===== src/rtl/hzi_pkg.sv =====
package hzi_pkg;
  localparam int REG_W = 5;
  localparam int AGE_W = 4;

  typedef enum logic [1:0] {
    U_INT  = 2'd0,
    U_FADD = 2'd1,
    U_FMUL = 2'd2
  } unit_e;

  typedef enum logic [2:0] {
    FW_RF   = 3'd0,
    FW_MEM  = 3'd1,
    FW_INT  = 3'd2,
    FW_FADD = 3'd3,
    FW_FMUL = 3'd4
  } fwd_e;

  typedef struct packed {
    logic             vld;
    logic             we;
    logic             fp;
    logic [REG_W-1:0] dst;
    logic             ld;
    logic [AGE_W-1:0] age;
  } slot_t;
endpackage


===== src/rtl/hzi_pipe.sv =====
module hzi_pipe
  import hzi_pkg::*;
#(
  parameter int DEPTH = 2
) (
  input  logic              clk,
  input  logic              rst,
  input  slot_t             ins_i,
  output slot_t [DEPTH-1:0] stg_o
);
  slot_t [DEPTH-1:0] q;

  always_ff @(posedge clk) begin
    if (rst) begin
      q <= '0;
    end else begin
      q[0] <= ins_i;
      for (int i = 1; i < DEPTH; i++) begin
        q[i]     <= q[i-1];
        q[i].age <= q[i-1].age + 1'b1;
      end
    end
  end

  assign stg_o = q;

  for (genvar s = 1; s < DEPTH; s++) begin : g_chk
    // an occupied stage was filled from the stage ahead of it
    p_stage_step_r5: assert property (@(posedge clk) disable iff (rst)
      q[s].vld |-> $past(q[s-1].vld));
  end
endmodule


===== src/rtl/hzi_mbook.sv =====
module hzi_mbook #(
  parameter int SPAN = 6
) (
  input  logic            clk,
  input  logic            rst,
  input  logic            take_i,
  input  logic [SPAN-1:0] req_i,
  output logic            busy_o,
  output logic [SPAN-1:0] book_o
);
  logic [SPAN-1:0] book_q;

  always_ff @(posedge clk) begin
    if (rst) book_q <= '0;
    else     book_q <= (book_q | (take_i ? req_i : '0)) >> 1;
  end

  assign busy_o = |(book_q & req_i);
  assign book_o = book_q;

  // a granted issue never lands on a slot already reserved
  p_no_double_book_r8: assert property (@(posedge clk) disable iff (rst)
    take_i |-> !busy_o);
endmodule


===== src/rtl/hzi_srcchk.sv =====
module hzi_srcchk
  import hzi_pkg::*;
#(
  parameter int NC = 8
) (
  input  logic                    use_i,
  input  logic                    fp_i,
  input  logic [REG_W-1:0]        reg_i,
  input  slot_t [NC-1:0]          cand_i,
  input  logic  [NC-1:0]          fin_i,
  input  logic  [NC-1:0]          mem_i,
  input  logic  [NC-1:0][2:0]     code_i,
  output logic                    hold_o,
  output logic [2:0]              fwd_o
);
  localparam int IW = (NC > 1) ? $clog2(NC) : 1;

  logic [IW-1:0]    best;
  logic [AGE_W-1:0] best_age;
  logic             hit;

  always_comb begin
    best     = '0;
    best_age = '1;
    hit      = 1'b0;
    for (int i = 0; i < NC; i++) begin
      if (cand_i[i].vld && cand_i[i].we && cand_i[i].fp == fp_i &&
          cand_i[i].dst == reg_i && cand_i[i].age < best_age) begin
        best     = IW'(i);
        best_age = cand_i[i].age;
        hit      = 1'b1;
      end
    end
  end

  always_comb begin
    hold_o = 1'b0;
    fwd_o  = FW_RF;
    if (use_i && hit) begin
      if (mem_i[best]) begin
        fwd_o = FW_MEM;
      end else if (fin_i[best] && !cand_i[best].ld) begin
        fwd_o = code_i[best];
      end else begin
        hold_o = 1'b1;
      end
    end
  end
endmodule


===== src/rtl/hz_interlock.sv =====
module hz_interlock
  import hzi_pkg::*;
#(
  parameter int FADD_LAT = 2,
  parameter int FMUL_LAT = 4
) (
  input  logic             clk,
  input  logic             rst,
  input  logic             id_valid_i,
  input  logic [1:0]       id_unit_i,
  input  logic             id_load_i,
  input  logic             id_branch_i,
  input  logic             id_br_cond_i,
  input  logic             id_dst_we_i,
  input  logic             id_dst_fp_i,
  input  logic [REG_W-1:0] id_dst_i,
  input  logic             id_sa_use_i,
  input  logic             id_sa_fp_i,
  input  logic [REG_W-1:0] id_sa_i,
  input  logic             id_sb_use_i,
  input  logic             id_sb_fp_i,
  input  logic [REG_W-1:0] id_sb_i,
  output logic             stall_if_o,
  output logic             stall_id_o,
  output logic [2:0]       fwd_a_o,
  output logic [2:0]       fwd_b_o,
  output logic             redirect_o
);
  localparam int MAXLAT = (FMUL_LAT > FADD_LAT) ? FMUL_LAT : FADD_LAT;
  localparam int SPAN   = MAXLAT + 2;
  localparam int LW     = $clog2(SPAN + 1);
  localparam int NC     = 1 + FADD_LAT + FMUL_LAT + 1;
  localparam int I_ADD  = FADD_LAT;
  localparam int I_MUL  = FADD_LAT + FMUL_LAT;
  localparam int I_MEM  = NC - 1;

  unit_e                unit;
  logic                 stall, issue, busy;
  logic [LW-1:0]        lat;
  logic [SPAN-1:0]      req, book;
  slot_t                new_slot, int_in, add_in, mul_in, mem_d, mem_q;
  slot_t [0:0]          int_s;
  slot_t [FADD_LAT-1:0] add_s;
  slot_t [FMUL_LAT-1:0] mul_s;
  slot_t [NC-1:0]       cands;
  logic  [NC-1:0]       is_fin, is_mem;
  logic  [NC-1:0][2:0]  codes;
  logic  [1:0]          s_use, s_fp, hold;
  logic  [1:0][REG_W-1:0] s_reg;
  logic  [1:0][2:0]     fwd;

  assign unit = unit_e'(id_unit_i);

  always_comb begin
    case (unit)
      U_FADD:  lat = LW'(FADD_LAT);
      U_FMUL:  lat = LW'(FMUL_LAT);
      default: lat = LW'(1);
    endcase
    req = SPAN'(1) << (lat + 1'b1);
  end

  always_comb begin
    new_slot     = '0;
    new_slot.vld = 1'b1;
    new_slot.we  = id_dst_we_i;
    new_slot.fp  = id_dst_fp_i;
    new_slot.dst = id_dst_i;
    new_slot.ld  = id_load_i;
    new_slot.age = AGE_W'(1);
    int_in = (issue && unit != U_FADD && unit != U_FMUL) ? new_slot : '0;
    add_in = (issue && unit == U_FADD) ? new_slot : '0;
    mul_in = (issue && unit == U_FMUL) ? new_slot : '0;
  end

  hzi_pipe #(.DEPTH(1))        u_int (.clk(clk), .rst(rst), .ins_i(int_in), .stg_o(int_s));
  hzi_pipe #(.DEPTH(FADD_LAT)) u_add (.clk(clk), .rst(rst), .ins_i(add_in), .stg_o(add_s));
  hzi_pipe #(.DEPTH(FMUL_LAT)) u_mul (.clk(clk), .rst(rst), .ins_i(mul_in), .stg_o(mul_s));

  hzi_mbook #(.SPAN(SPAN)) u_book (
    .clk(clk), .rst(rst), .take_i(issue), .req_i(req), .busy_o(busy), .book_o(book)
  );

  always_comb begin
    if (int_s[0].vld)               mem_d = int_s[0];
    else if (add_s[FADD_LAT-1].vld) mem_d = add_s[FADD_LAT-1];
    else if (mul_s[FMUL_LAT-1].vld) mem_d = mul_s[FMUL_LAT-1];
    else                            mem_d = '0;
  end

  always_ff @(posedge clk) begin
    if (rst) begin
      mem_q <= '0;
    end else begin
      mem_q     <= mem_d;
      mem_q.age <= mem_d.age + 1'b1;
    end
  end

  assign cands = {mem_q, mul_s, add_s, int_s};

  always_comb begin
    is_fin = '0;
    is_mem = '0;
    codes  = '0;
    is_fin[0]     = 1'b1; codes[0]     = FW_INT;
    is_fin[I_ADD] = 1'b1; codes[I_ADD] = FW_FADD;
    is_fin[I_MUL] = 1'b1; codes[I_MUL] = FW_FMUL;
    is_mem[I_MEM] = 1'b1;
  end

  assign s_use = {id_sb_use_i, id_sa_use_i};
  assign s_fp  = {id_sb_fp_i, id_sa_fp_i};
  assign s_reg = {id_sb_i, id_sa_i};

  for (genvar g = 0; g < 2; g++) begin : g_src
    hzi_srcchk #(.NC(NC)) u_chk (
      .use_i(s_use[g]), .fp_i(s_fp[g]), .reg_i(s_reg[g]),
      .cand_i(cands), .fin_i(is_fin), .mem_i(is_mem), .code_i(codes),
      .hold_o(hold[g]), .fwd_o(fwd[g])
    );
  end

  assign stall      = id_valid_i && (hold[0] || hold[1] || busy);
  assign issue      = id_valid_i && !stall;
  assign stall_id_o = stall;
  assign stall_if_o = stall;
  assign fwd_a_o    = fwd[0];
  assign fwd_b_o    = fwd[1];
  assign redirect_o = issue && id_branch_i && id_br_cond_i;

  // the three units never hand over to the memory step together
  p_single_mem_r8: assert property (@(posedge clk) disable iff (rst)
    $countones({int_s[0].vld, add_s[FADD_LAT-1].vld, mul_s[FMUL_LAT-1].vld}) <= 1);

  // a slot reserved for the next cycle is filled in that cycle
  p_book_fill_r8: assert property (@(posedge clk) disable iff (rst)
    book[1] |=> mem_q.vld);

  // a stalled decode cycle sends a bubble into every unit
  p_bubble_r9: assert property (@(posedge clk) disable iff (rst)
    stall_id_o |=> !(int_s[0].vld || add_s[0].vld || mul_s[0].vld));

  // a redirecting branch enters the integer unit
  p_redirect_issue_r10: assert property (@(posedge clk) disable iff (rst)
    redirect_o |=> int_s[0].vld);

  // the memory step always holds an older instruction than any first stage
  p_mem_age_r4: assert property (@(posedge clk) disable iff (rst)
    mem_q.vld |-> mem_q.age >= AGE_W'(2));
endmodule


===== config.mk =====
export PLATFORM = sky130hd
export DESIGN_NAME = hz_interlock
export DESIGN_NICKNAME = d
export VERILOG_FILES = /design/src/rtl/hzi_pkg.sv /design/src/rtl/hzi_pipe.sv /design/src/rtl/hzi_mbook.sv /design/src/rtl/hzi_srcchk.sv /design/src/rtl/hz_interlock.sv
export SDC_FILE = /design/constraint.sdc
export NUM_CORES = 1
export LEC_CHECK = 0
export BUFFER_PORTS_ARGS = -buffer_cell sky130_fd_sc_hd__buf_2
export CAP_MARGIN = 40
export CORE_MARGIN = 3
export CORE_UTILIZATION = 32
export DETAILED_ROUTE_END_ITERATION = 6
export PLACE_DENSITY = 0.5
export SETUP_SLACK_MARGIN = 0.5
export SLEW_MARGIN = 20
export SYNTH_ARGS = -nofsm -noshare
export SYNTH_HDL_FRONTEND = slang
export SYNTH_HIERARCHICAL = 1
export SYNTH_SLANG_ARGS = --single-unit

===== constraint.sdc =====
create_clock -name clk -period 17.98 [get_ports clk]
set_clock_uncertainty 0.2 [all_clocks]
set_input_delay 1.798 -clock clk [delete_from_list [all_inputs] [get_ports clk]]
set_output_delay 1.798 -clock clk [all_outputs]
set_load 0.02 [all_outputs]

==> flow_metrics.env, run 1 <==
export IMPL_rsz0062_at_grt="no"
export IMPL_final_core_util_pct=41.2
export IMPL_die_x_um=187
export IMPL_place_ws_ps=-34.2
export IMPL_start_kind="primary input"
export IMPL_p_int_mw=0.399
export IMPL_placed_area_sq_um=12000
export IMPL_dp_cells=1896
export IMPL_gp_congestion=0.924
export IMPL_cts_sinks=109
export IMPL_setup_tns_ps=0
export IMPL_insertion_delay_ps=370
export IMPL_min_period_over_period_pct=94.3
export IMPL_wl_um=37700
export IMPL_worst_path_most_repeated_cell="ha_1"
export IMPL_cp_slowest_cell="or4_4"
export IMPL_htree_levels=3
export IMPL_syn_avg_cell_area_sq_um=8.16
export IMPL_portBuffers=37
export IMPL_first_pass_iters=5
export IMPL_die_y_um=187
export IMPL_multi_input_area_sq_um=8750
export IMPL_rows=65
export IMPL_clockPowerShare_pct=37.4
export IMPL_core_area_sq_um=32000
export IMPL_initial_core_util_pct=32.8
export IMPL_drv_slew=0
export IMPL_vias_per_cell=5.42
export IMPL_area_growth_pct=25.5
export IMPL_power_leakage_nw=5.33
export IMPL_finalPower_mw=0.581
export IMPL_n_antenna_cell=0
export IMPL_tightest_slew_ps=811
export IMPL_final_nets=1574
export IMPL_drv_cap=0
export IMPL_status="complete, no violations"
export IMPL_die_area_sq_um=35000
export IMPL_crit_path_max_incr_delay_ps=540
export IMPL_wl_per_cell_um=19.3
export IMPL_p_seq_share_pct=45.3
export IMPL_setup_viol_count_final=0
export IMPL_p_sw_share_pct=31.2
export IMPL_cp_arrival_ps=14950
export IMPL_grtUsageTotal_pct=21.0
export IMPL_final_cell_mix="buf_4 (138), dfxtp_1 (109), nor2_1 (100), conb_1 (93), nor2b_1 (87)"
export IMPL_antenna_found_initial=0
export IMPL_worstPathMaxFanout=6
export IMPL_grt_pass1_vias=10214
export IMPL_route_met3_wl_um=1920
export IMPL_layout_drive_gt1_share_pct=24.7
export IMPL_whs_ps=269
export IMPL_drt_iter0_drc=713
export IMPL_worstPathRequired_ps=15980
export IMPL_crit_type="in -> out"
export IMPL_holdCritPathClass="reg -> reg"
export IMPL_wl_met2_um=17100
export IMPL_highest_layer="met4"
export IMPL_power_frac_comb_pct=17.3
export IMPL_syn_instance_count=1286
export IMPL_cts_buffers=9
export IMPL_n_fill_cell=3308
export IMPL_cts_hold_buf=0
export IMPL_grt_first_pass_wirelength_um=58400
export IMPL_cts_tree="done"
export IMPL_max_freq_mhz=59.0
export IMPL_min_period_ps=16950
export IMPL_dp_hpwl_um=29300
export IMPL_root_buffer="clkbuf_16"
export IMPL_cts_clk_slew_worst_paths_ps=70
export IMPL_register_area_sq_um=2180
export IMPL_cts_buffer_depth=2
export IMPL_num_vias=10589
export IMPL_remaining_drc_errors=0
export IMPL_grt_max_degree=65
export IMPL_cellPowerDensity_nw_per_um2=44.1
export IMPL_netlist_area_sq_um=10500
export IMPL_p_sw_mw=0.181
export IMPL_final_common_cell="buf_4"
export IMPL_antenna_left=0
export IMPL_final_hold_viol_count=0
export IMPL_final_cells=1954
export IMPL_yosys_warnings=6
export IMPL_crit_path_end_kind="output pin"
export IMPL_fin_ws_ps=1030
export IMPL_design_area_sq_um=13200
export IMPL_slew_limit_headroom_pct=45.9
export IMPL_ir_drop_mv=0.0472
export IMPL_ios=38
export IMPL_grt_overflow=0
export IMPL_wl_met1_um=17200
worst max-delay path, delay by kind of cell:
| kind | cells | cell delay (ps) |
|---|---|---|
| muxes | 3 | 850 |
| AOI/OAI and AO/OA | 24 | 3830 |
| xor gates and xnor gates | 1 | 180 |
| adders and majority gates | 7 | 1500 |
| buffers and inverters | 10 | 1180 |
| and+or+nand+nor | 29 | 5600 |
final cells by class:
type | instances | share of cell area [%]
multi-input combinational | 1180 | 66.5
sequential | 109 | 16.6
timing repair buffer | 172 | 9.26
tap | 435 | 4.13
clock buffer | 9 | 1.71
inverter | 42 | 1.20
clock inverter | 7 | 0.637
sequential cells by signal, indices dropped and copies added (netlist names):
register	count
u_mul/stg_o	52
u_book/book_o	5
cands	13
u_int/stg_o	13
u_add/stg_o	26
power groups by stage:
stage	clock network, mW	registers, mW	logic [mW]
finish	0.217	0.263	0.100
global route	0.230	0.265	0.110
CTS	0.222	0.263	0.0943
detailed placement	0	0.268	0.0936
global placement	0	0.268	0.0935
floorplan	0	0.262	0.0642
metal layers:
| metal | GRT usage, % | vias up |
|---|---|---|
| li1 | - | 5140 |
| met1 | 29.1 | 5040 |
| met2 | 33.1 | 335 |
| met3 | 2.46 | 74 |
| met4 | 8.81 | 0 |
| met5 | 0 | - |
path summary, 6_finish.rpt:
kind	end	slack [ps]	cells past startpoint	from
setup reg to reg	u_int/stg_o[6]$_SDFF_PP0_	3380	76	u_int/stg_o[12]$_SDFF_PP0_
hold reg to reg	u_book/book_o[0]$_SDFF_PP0_	270	2	u_book/book_o[1]$_SDFF_PP0_
setup / recovery	redirect_o	1030	74	id_sb_fp_i
hold / removal	u_book/book_o[0]$_SDFF_PP0_	270	2	u_book/book_o[1]$_SDFF_PP0_
repair_timing:
item	4_1_cts	5_1_grt
hold endpoints to repair	0	0
buffers inserted	4	38
resized for setup	19	107
pin swaps	3	45
endpoints found under the setup margin	9	17
Power figures use the tool's default switching activity.
==> run 2, diff against run 1 <==
--- a/config.mk
+++ b/config.mk
@@ -10,7 +10,8 @@
 export CORE_MARGIN = 3
 export CORE_UTILIZATION = 32
 export DETAILED_ROUTE_END_ITERATION = 6
-export PLACE_DENSITY = 0.5
+export PLACE_DENSITY = 0.54
+export RECOVER_POWER = 25
 export SETUP_SLACK_MARGIN = 0.5
 export SLEW_MARGIN = 20
 export SYNTH_ARGS = -nofsm -noshare
==> run 2 against run 1 <==
Effect of this change: the flow now finishes with violations (capacitance limit, slew limit); routed wire length shrank 4.7%; largest cell class unchanged; register-to-register slack got worse by 30 ps; sequential power about the same.
==> flow_metrics.env, run 2 (synthesized netlist as in run 1, its figures left out) <==
export IMPL_status="finished with violations"
export IMPL_violations="capacitance limit, slew limit"
export IMPL_drt_iter0_drc=772
export IMPL_regToRegSetupSlack_ps=3350
export IMPL_p_seq_share_pct=45.7
export IMPL_holdCritPathClass="reg -> reg"
export IMPL_rows=65
export IMPL_worstPathRequired_ps=15980
export IMPL_cp_arrival_ps=15050
export IMPL_cts_clk_slew_worst_paths_ps=80
export IMPL_timing_rr_start="u_int/stg_o[12]$_SDFF_PP0_"
export IMPL_drv_cap=2
export IMPL_final_nets=1557
export IMPL_p_sw_mw=0.170
export IMPL_setup_tns_ps=0
export IMPL_worstPathMaxFanout=8
export IMPL_grt_overflow=0
export IMPL_crit_path_end_kind="output pin"
export IMPL_power_leakage_nw=5.24
export IMPL_ios=38
export IMPL_max_freq_mhz=58.6
export IMPL_die_y_um=187
export IMPL_power_frac_comb_pct=16.3
export IMPL_finalPower_mw=0.580
export IMPL_antenna_found_initial=0
export IMPL_cts_sinks=109
export IMPL_num_vias=10444
export IMPL_crit_type="in -> out"
export IMPL_tightest_slew_ps=3160
export IMPL_grt_pass1_vias=9630
export IMPL_die_area_sq_um=35000
export IMPL_start_kind="primary input"
export IMPL_insertion_delay_ps=360
export IMPL_min_period_over_period_pct=94.8
export IMPL_p_int_mw=0.410
export IMPL_gp_congestion=0.902
export IMPL_grt_max_degree=73
export IMPL_remaining_drc_errors=0
export IMPL_initial_core_util_pct=32.8
export IMPL_largest_reg_flops=52
export IMPL_grt_first_pass_wirelength_um=54800
export IMPL_area_growth_pct=24.1
export IMPL_holdPathStages=2
export IMPL_dp_hpwl_um=27700
export IMPL_wl_um=35900
export IMPL_ir_drop_mv=0.0529
export IMPL_slew_limit_headroom_pct=-110
export IMPL_cts_buffers=9
export IMPL_htree_levels=3
export IMPL_cellPowerDensity_nw_per_um2=44.6
export IMPL_holdPathEnd="u_book/book_o[0]$_SDFF_PP0_"
export IMPL_hold_path_startpoint="u_book/book_o[1]$_SDFF_PP0_"
export IMPL_cp_slowest_cell="or4_4"
export IMPL_final_hold_viol_count=0
export IMPL_portBuffers=37
export IMPL_rsz0062_at_grt="no"
export IMPL_min_period_ps=17050
export IMPL_r2r_end="u_int/stg_o[5]$_SDFF_PP0_"
export IMPL_n_antenna_cell=0
export IMPL_setup_viol_count_final=0
export IMPL_cts_tree="done"
export IMPL_place_ws_ps=-303
export IMPL_crit_path_max_incr_delay_ps=540
export IMPL_cts_buffer_depth=2
export IMPL_worst_path_most_repeated_cell="buf_4"
export IMPL_final_common_cell="buf_4"
export IMPL_core_area_sq_um=32000
export IMPL_cts_hold_buf=0
export IMPL_drv_slew=117
export IMPL_antenna_left=0
export IMPL_first_pass_iters=5
export IMPL_vias_per_cell=5.39
export IMPL_clockPowerShare_pct=38.1
export IMPL_wl_per_cell_um=18.6
export IMPL_layout_drive_gt1_share_pct=23.7
export IMPL_root_buffer="clkbuf_16"
export IMPL_grtUsageTotal_pct=19.4
export IMPL_die_x_um=187
export IMPL_final_cell_mix="buf_4 (115), dfxtp_1 (109), nor2_1 (100), conb_1 (93), nor2b_1 (88)"
export IMPL_p_sw_share_pct=29.3
export IMPL_fin_ws_ps=929
export IMPL_n_fill_cell=3240
export IMPL_r2r_cells=74
==> run 2: cell types whose count changed in the layout (fill, tap and decap cells not counted), moves of 3 or more <==
cell | previous run | this run
a21oi_1 | 44 | 47
a21oi_2 | 9 | 6
buf_4 | 138 | 115
ha_1 | 27 | 23
ha_2 | 2 | 6
inv_6 | 4 | 0
nand3_2 | 5 | 9
==> run 2: layer usage <==
metal	up-vias	routed length (um)	GRT usage, %
met4	0	1270	7.10
li1	5083	-	-
met5	-	0	0
met3	68	1890	1.74
met2	318	16700	31.9
met1	4975	16100	26.5
==> run 2: power by group through the flow <==
| stage | Clock, mW | Sequential (mW) | Combinational, mW |
|---|---|---|---|
| 2_1_floorplan | 0 | 0.262 | 0.0642 |
| 3_3_place_gp | 0 | 0.270 | 0.0864 |
| 3_5_place_dp | 0 | 0.270 | 0.0868 |
| 4_1_cts | 0.226 | 0.264 | 0.0880 |
| 5_1_grt | 0.236 | 0.266 | 0.103 |
| 6_report | 0.221 | 0.265 | 0.0944 |
==> run 2: critical path: cells and delay by family <==
| kind | cells | cell delay, ps |
|---|---|---|
| AND/OR/NAND/NOR | 30 | 5700 |
| AO/OA/AOI/OAI | 22 | 4090 |
| XOR/XNOR | 1 | 170 |
| buffers and inverters | 10 | 1290 |
| multiplexers | 2 | 530 |
| adder cells (fa/ha/maj) | 7 | 1470 |
==> run 2: layout make-up <==
class / count / area (sq um) / share of cell area (%)
Multi-Input combinational cell: 1180 / 8720 / 67.0
Sequential cell: 109 / 2180 / 16.8
Timing Repair Buffer: 155 / 1090 / 8.36
Tap cell: 435 / 544 / 4.18
Clock buffer: 9 / 225 / 1.73
Inverter: 42 / 158 / 1.21
Clock inverter: 6 / 96.3 / 0.740
==> run 2: worst max-delay path by stage <==
stage,end,cells after the start,slack [ps],start
after global routing,redirect_o,73,260,id_sb_fp_i
after global placement,redirect_o,73,190,id_sa_i[4]
after floorplan,stall_if_o,66,840,id_sa_i[0]
after detailed placement,redirect_o,72,-300,id_sb_fp_i
after CTS,redirect_o,78,510,id_sa_i[3]
final,redirect_o,72,930,id_sb_fp_i
==> run 2: through the flow <==
step,utilization [%],hold slack (ps),instance area (sq um),instances
2_1_floorplan,-,236,10800,1377
3_3_place_gp,37.0,254,11800,1876
3_5_place_dp,37.0,263,11800,1877
4_1_cts,38.4,274,12300,1897
5_1_grt,40.7,297,13000,1936
6_report,40.7,271,13000,1936
==> run 2: what timing repair did <==
| action | in CTS | in global routing |
|---|---|---|
| setup endpoints to repair | 9 | 11 |
| pin swaps | 6 | 51 |
| hold endpoints to repair | 0 | 0 |
| setup buffers | 5 | 38 |
| gates resized for setup | 21 | 102 |
==> run 3, diff against run 2 <==
--- a/config.mk
+++ b/config.mk
@@ -10,11 +10,10 @@
 export CORE_MARGIN = 3
 export CORE_UTILIZATION = 32
 export DETAILED_ROUTE_END_ITERATION = 6
-export PLACE_DENSITY = 0.54
+export PLACE_DENSITY = 0.55
 export RECOVER_POWER = 25
 export SETUP_SLACK_MARGIN = 0.5
 export SLEW_MARGIN = 20
 export SYNTH_ARGS = -nofsm -noshare
 export SYNTH_HDL_FRONTEND = slang
-export SYNTH_HIERARCHICAL = 1
 export SYNTH_SLANG_ARGS = --single-unit
==> run 3 against run 2 <==
Effect of this change: the run still ends with capacitance limit, slew limit left; hold slack got worse by 34 ps; critical path depth fell by 32; cell area shrank 52%; sequential cell count is 19 lower; sequential share of layout area increased by 12 points; die area is 45% lower; setup slack better by 3800 ps; combinational power shrank 60%; global-route usage decreased by 2.4 points; critical path type unchanged; largest cell class unchanged.
==> flow_metrics.env, run 3 <==
export IMPL_whs_ps=236
export IMPL_grt_max_degree=64
export IMPL_gp_congestion=0.898
export IMPL_final_nets=723
export IMPL_fin_ws_ps=4760
export IMPL_crit_path_end_kind="output pin"
export IMPL_area_growth_pct=11.0
export IMPL_die_x_um=139
export IMPL_yosys_warnings=0
export IMPL_holdCritPathClass="reg -> reg"
export IMPL_die_area_sq_um=19400
export IMPL_synth_top_area_cell="dfxtp_1"
export IMPL_vias_per_cell=5.34
export IMPL_place_ws_ps=4910
export IMPL_cts_buffer_depth=2
export IMPL_setup_tns_ps=0
export IMPL_seq_area_frac_synth_pct=31.7
export IMPL_final_cell_mix="dfxtp_1 (90), xor2_1 (52), nor2b_1 (49), xnor2_1 (47), nor2_1 (41)"
export IMPL_cp_arrival_ps=11220
export IMPL_dp_hpwl_um=12700
export IMPL_rows=48
export IMPL_synth_common_cells="dfxtp_1 (90), xor2_1 (52), nor2b_1 (49), xnor2_1 (47), nor2_1 (41)"
export IMPL_grt_first_pass_wirelength_um=26200
export IMPL_insertion_delay_ps=350
export IMPL_slew_limit_headroom_pct=-91.6
export IMPL_grt_overflow=0
export IMPL_ios=38
export IMPL_first_pass_iters=5
export IMPL_antenna_found_initial=0
export IMPL_core_area_sq_um=17400
export IMPL_crit_type="in -> out"
export IMPL_remaining_drc_errors=0
export IMPL_htree_levels=3
export IMPL_root_buffer="clkbuf_16"
export IMPL_largest_reg_flops=44
export IMPL_postSynth_asyncResetShare_pct=0
export IMPL_drv_cap=1
export IMPL_cts_setup_buffers=0
export IMPL_syn_instance_count=645
export IMPL_yosys_area_top_type_share_pct=31.7
export IMPL_ys_flop_type="dfxtp_1"
export IMPL_drv_slew=64
export IMPL_cts_sinks=90
export IMPL_power_leakage_nw=2.59
export IMPL_cellPowerDensity_nw_per_um2=67.8
export IMPL_grt_pass1_vias=4804
export IMPL_final_hold_viol_count=0
export IMPL_syn_avg_cell_area_sq_um=8.81
export IMPL_die_y_um=139
export IMPL_final_common_cell="dfxtp_1"
export IMPL_worstPathMaxFanout=8
export IMPL_cts_clk_slew_worst_paths_ps=60
export IMPL_initial_core_util_pct=32.7
export IMPL_min_period_ps=13220
export IMPL_num_vias=4798
export IMPL_cts_resized=0
export IMPL_antenna_left=0
export IMPL_violations="capacitance limit, slew limit"
export IMPL_setup_viol_count_final=0
export IMPL_max_freq_mhz=75.7
export IMPL_wl_per_cell_um=18.3
export IMPL_portBuffers=37
export IMPL_syn_nets=698
export IMPL_cts_tree="done"
export IMPL_cp_slowest_cell="or4_1"
export IMPL_ys_ff_latch=90
export IMPL_rsz0062_at_grt="no"
export IMPL_status="finished with violations"
export IMPL_drt_iter0_drc=314
export IMPL_n_antenna_cell=0
export IMPL_synth_edff_count=0
export IMPL_layout_drive_gt1_share_pct=12.9
export IMPL_netlist_area_sq_um=5680
export IMPL_cts_buffers=9
export IMPL_yosysMostFrequentCell="dfxtp_1"
export IMPL_worstPathRequired_ps=15980
export IMPL_start_kind="primary input"
export IMPL_cts_hold_buf=0
export IMPL_min_period_over_period_pct=73.5
export IMPL_ir_drop_mv=0.0464
export IMPL_crit_path_max_incr_delay_ps=490
export IMPL_yosys_top_cells_area="dfxtp_1 (32%), xor2_1 (8.0%), xnor2_1 (7.2%)"
export IMPL_ys_types=70
export IMPL_tightest_slew_ps=2870
export IMPL_grtUsageTotal_pct=17.0
export IMPL_wl_um=16500
## run 3: cell type report
type | instances | area [sq um]
well taps | 225 | 282
fillers | 1745 | 11100
inverters | 15 | 56.3
flip-flops and latches | 90 | 1800
clock inverters | 6 | 50.0
multi-input cells | 511 | 3660
repair buffers | 43 | 225
clock buffers | 9 | 225
## run 3: cells by family (layout without fill, tap and decap cells)
kind of cell	count (synthesis)	in the layout	share of synthesized area, %
fa+ha+maj	24	24	5.29
simple gates	264	264	27.2
flops	90	90	31.7
buf+inv	44	73	3.79
mux	6	6	1.12
xor+xnor	99	99	15.3
compound gates	118	118	15.7
## run 3: report_power, final
group / total [mW] / leakage, nW / internal [mW] / switching, mW
Clock: 0.179 / 0.134 / 0.0949 / 0.0844
Combinational: 0.0376 / 1.73 / 0.0157 / 0.0220
Sequential: 0.211 / 0.730 / 0.204 / 0.00704
## run 3: through the flow
| stage | instances | total power [mW] | util, % | area [sq um] |
|---|---|---|---|---|
| 3_5_place_dp | 883 | 0.253 | 34.7 | 6030 |
| 4_1_cts | 898 | 0.431 | 36.3 | 6300 |
| 3_3_place_gp | 881 | 0.252 | 34.6 | 6010 |
| 6_report | 899 | 0.428 | 36.3 | 6300 |
| 5_1_grt | 899 | 0.444 | 36.3 | 6300 |
| 2_1_floorplan | 645 | 0.241 | - | 5680 |
## run 3: worst paths after layout
path / from / to / slack, ps / depth (start not counted)
worst min register to register: u_add.stg_o[12]$_SDFF_PP0_ / u_add.stg_o[13]$_SDFF_PP0_ / 240 / 1
worst max-delay path: id_sa_i[4] / fwd_a_o[1] / 4760 / 40
worst min-delay path: u_add.stg_o[12]$_SDFF_PP0_ / u_add.stg_o[13]$_SDFF_PP0_ / 240 / 1
worst max register to register: u_int.stg_o[12]$_SDFF_PP0_ / u_add.stg_o[6]$_SDFF_PP0_ / 7160 / 39
## run 3: critical path: cells and delay by family
family	cells	cell delay (ps)
AO/OA/AOI/OAI	14	3430
XOR/XNOR	1	130
adder cells (fa/ha/maj)	5	1270
AND/OR/NAND/NOR	18	4070
buffers and inverters	2	490
## run 3: per-layer routing
| metal | vias up | wire (um) | global-route usage (%) |
|---|---|---|---|
| met5 | - | 0 | 0 |
| met4 | 0 | 340 | 6.44 |
| met3 | 24 | 604 | 1.79 |
| met2 | 124 | 7970 | 28.9 |
| met1 | 2302 | 7540 | 22.3 |
| li1 | 2348 | - | - |
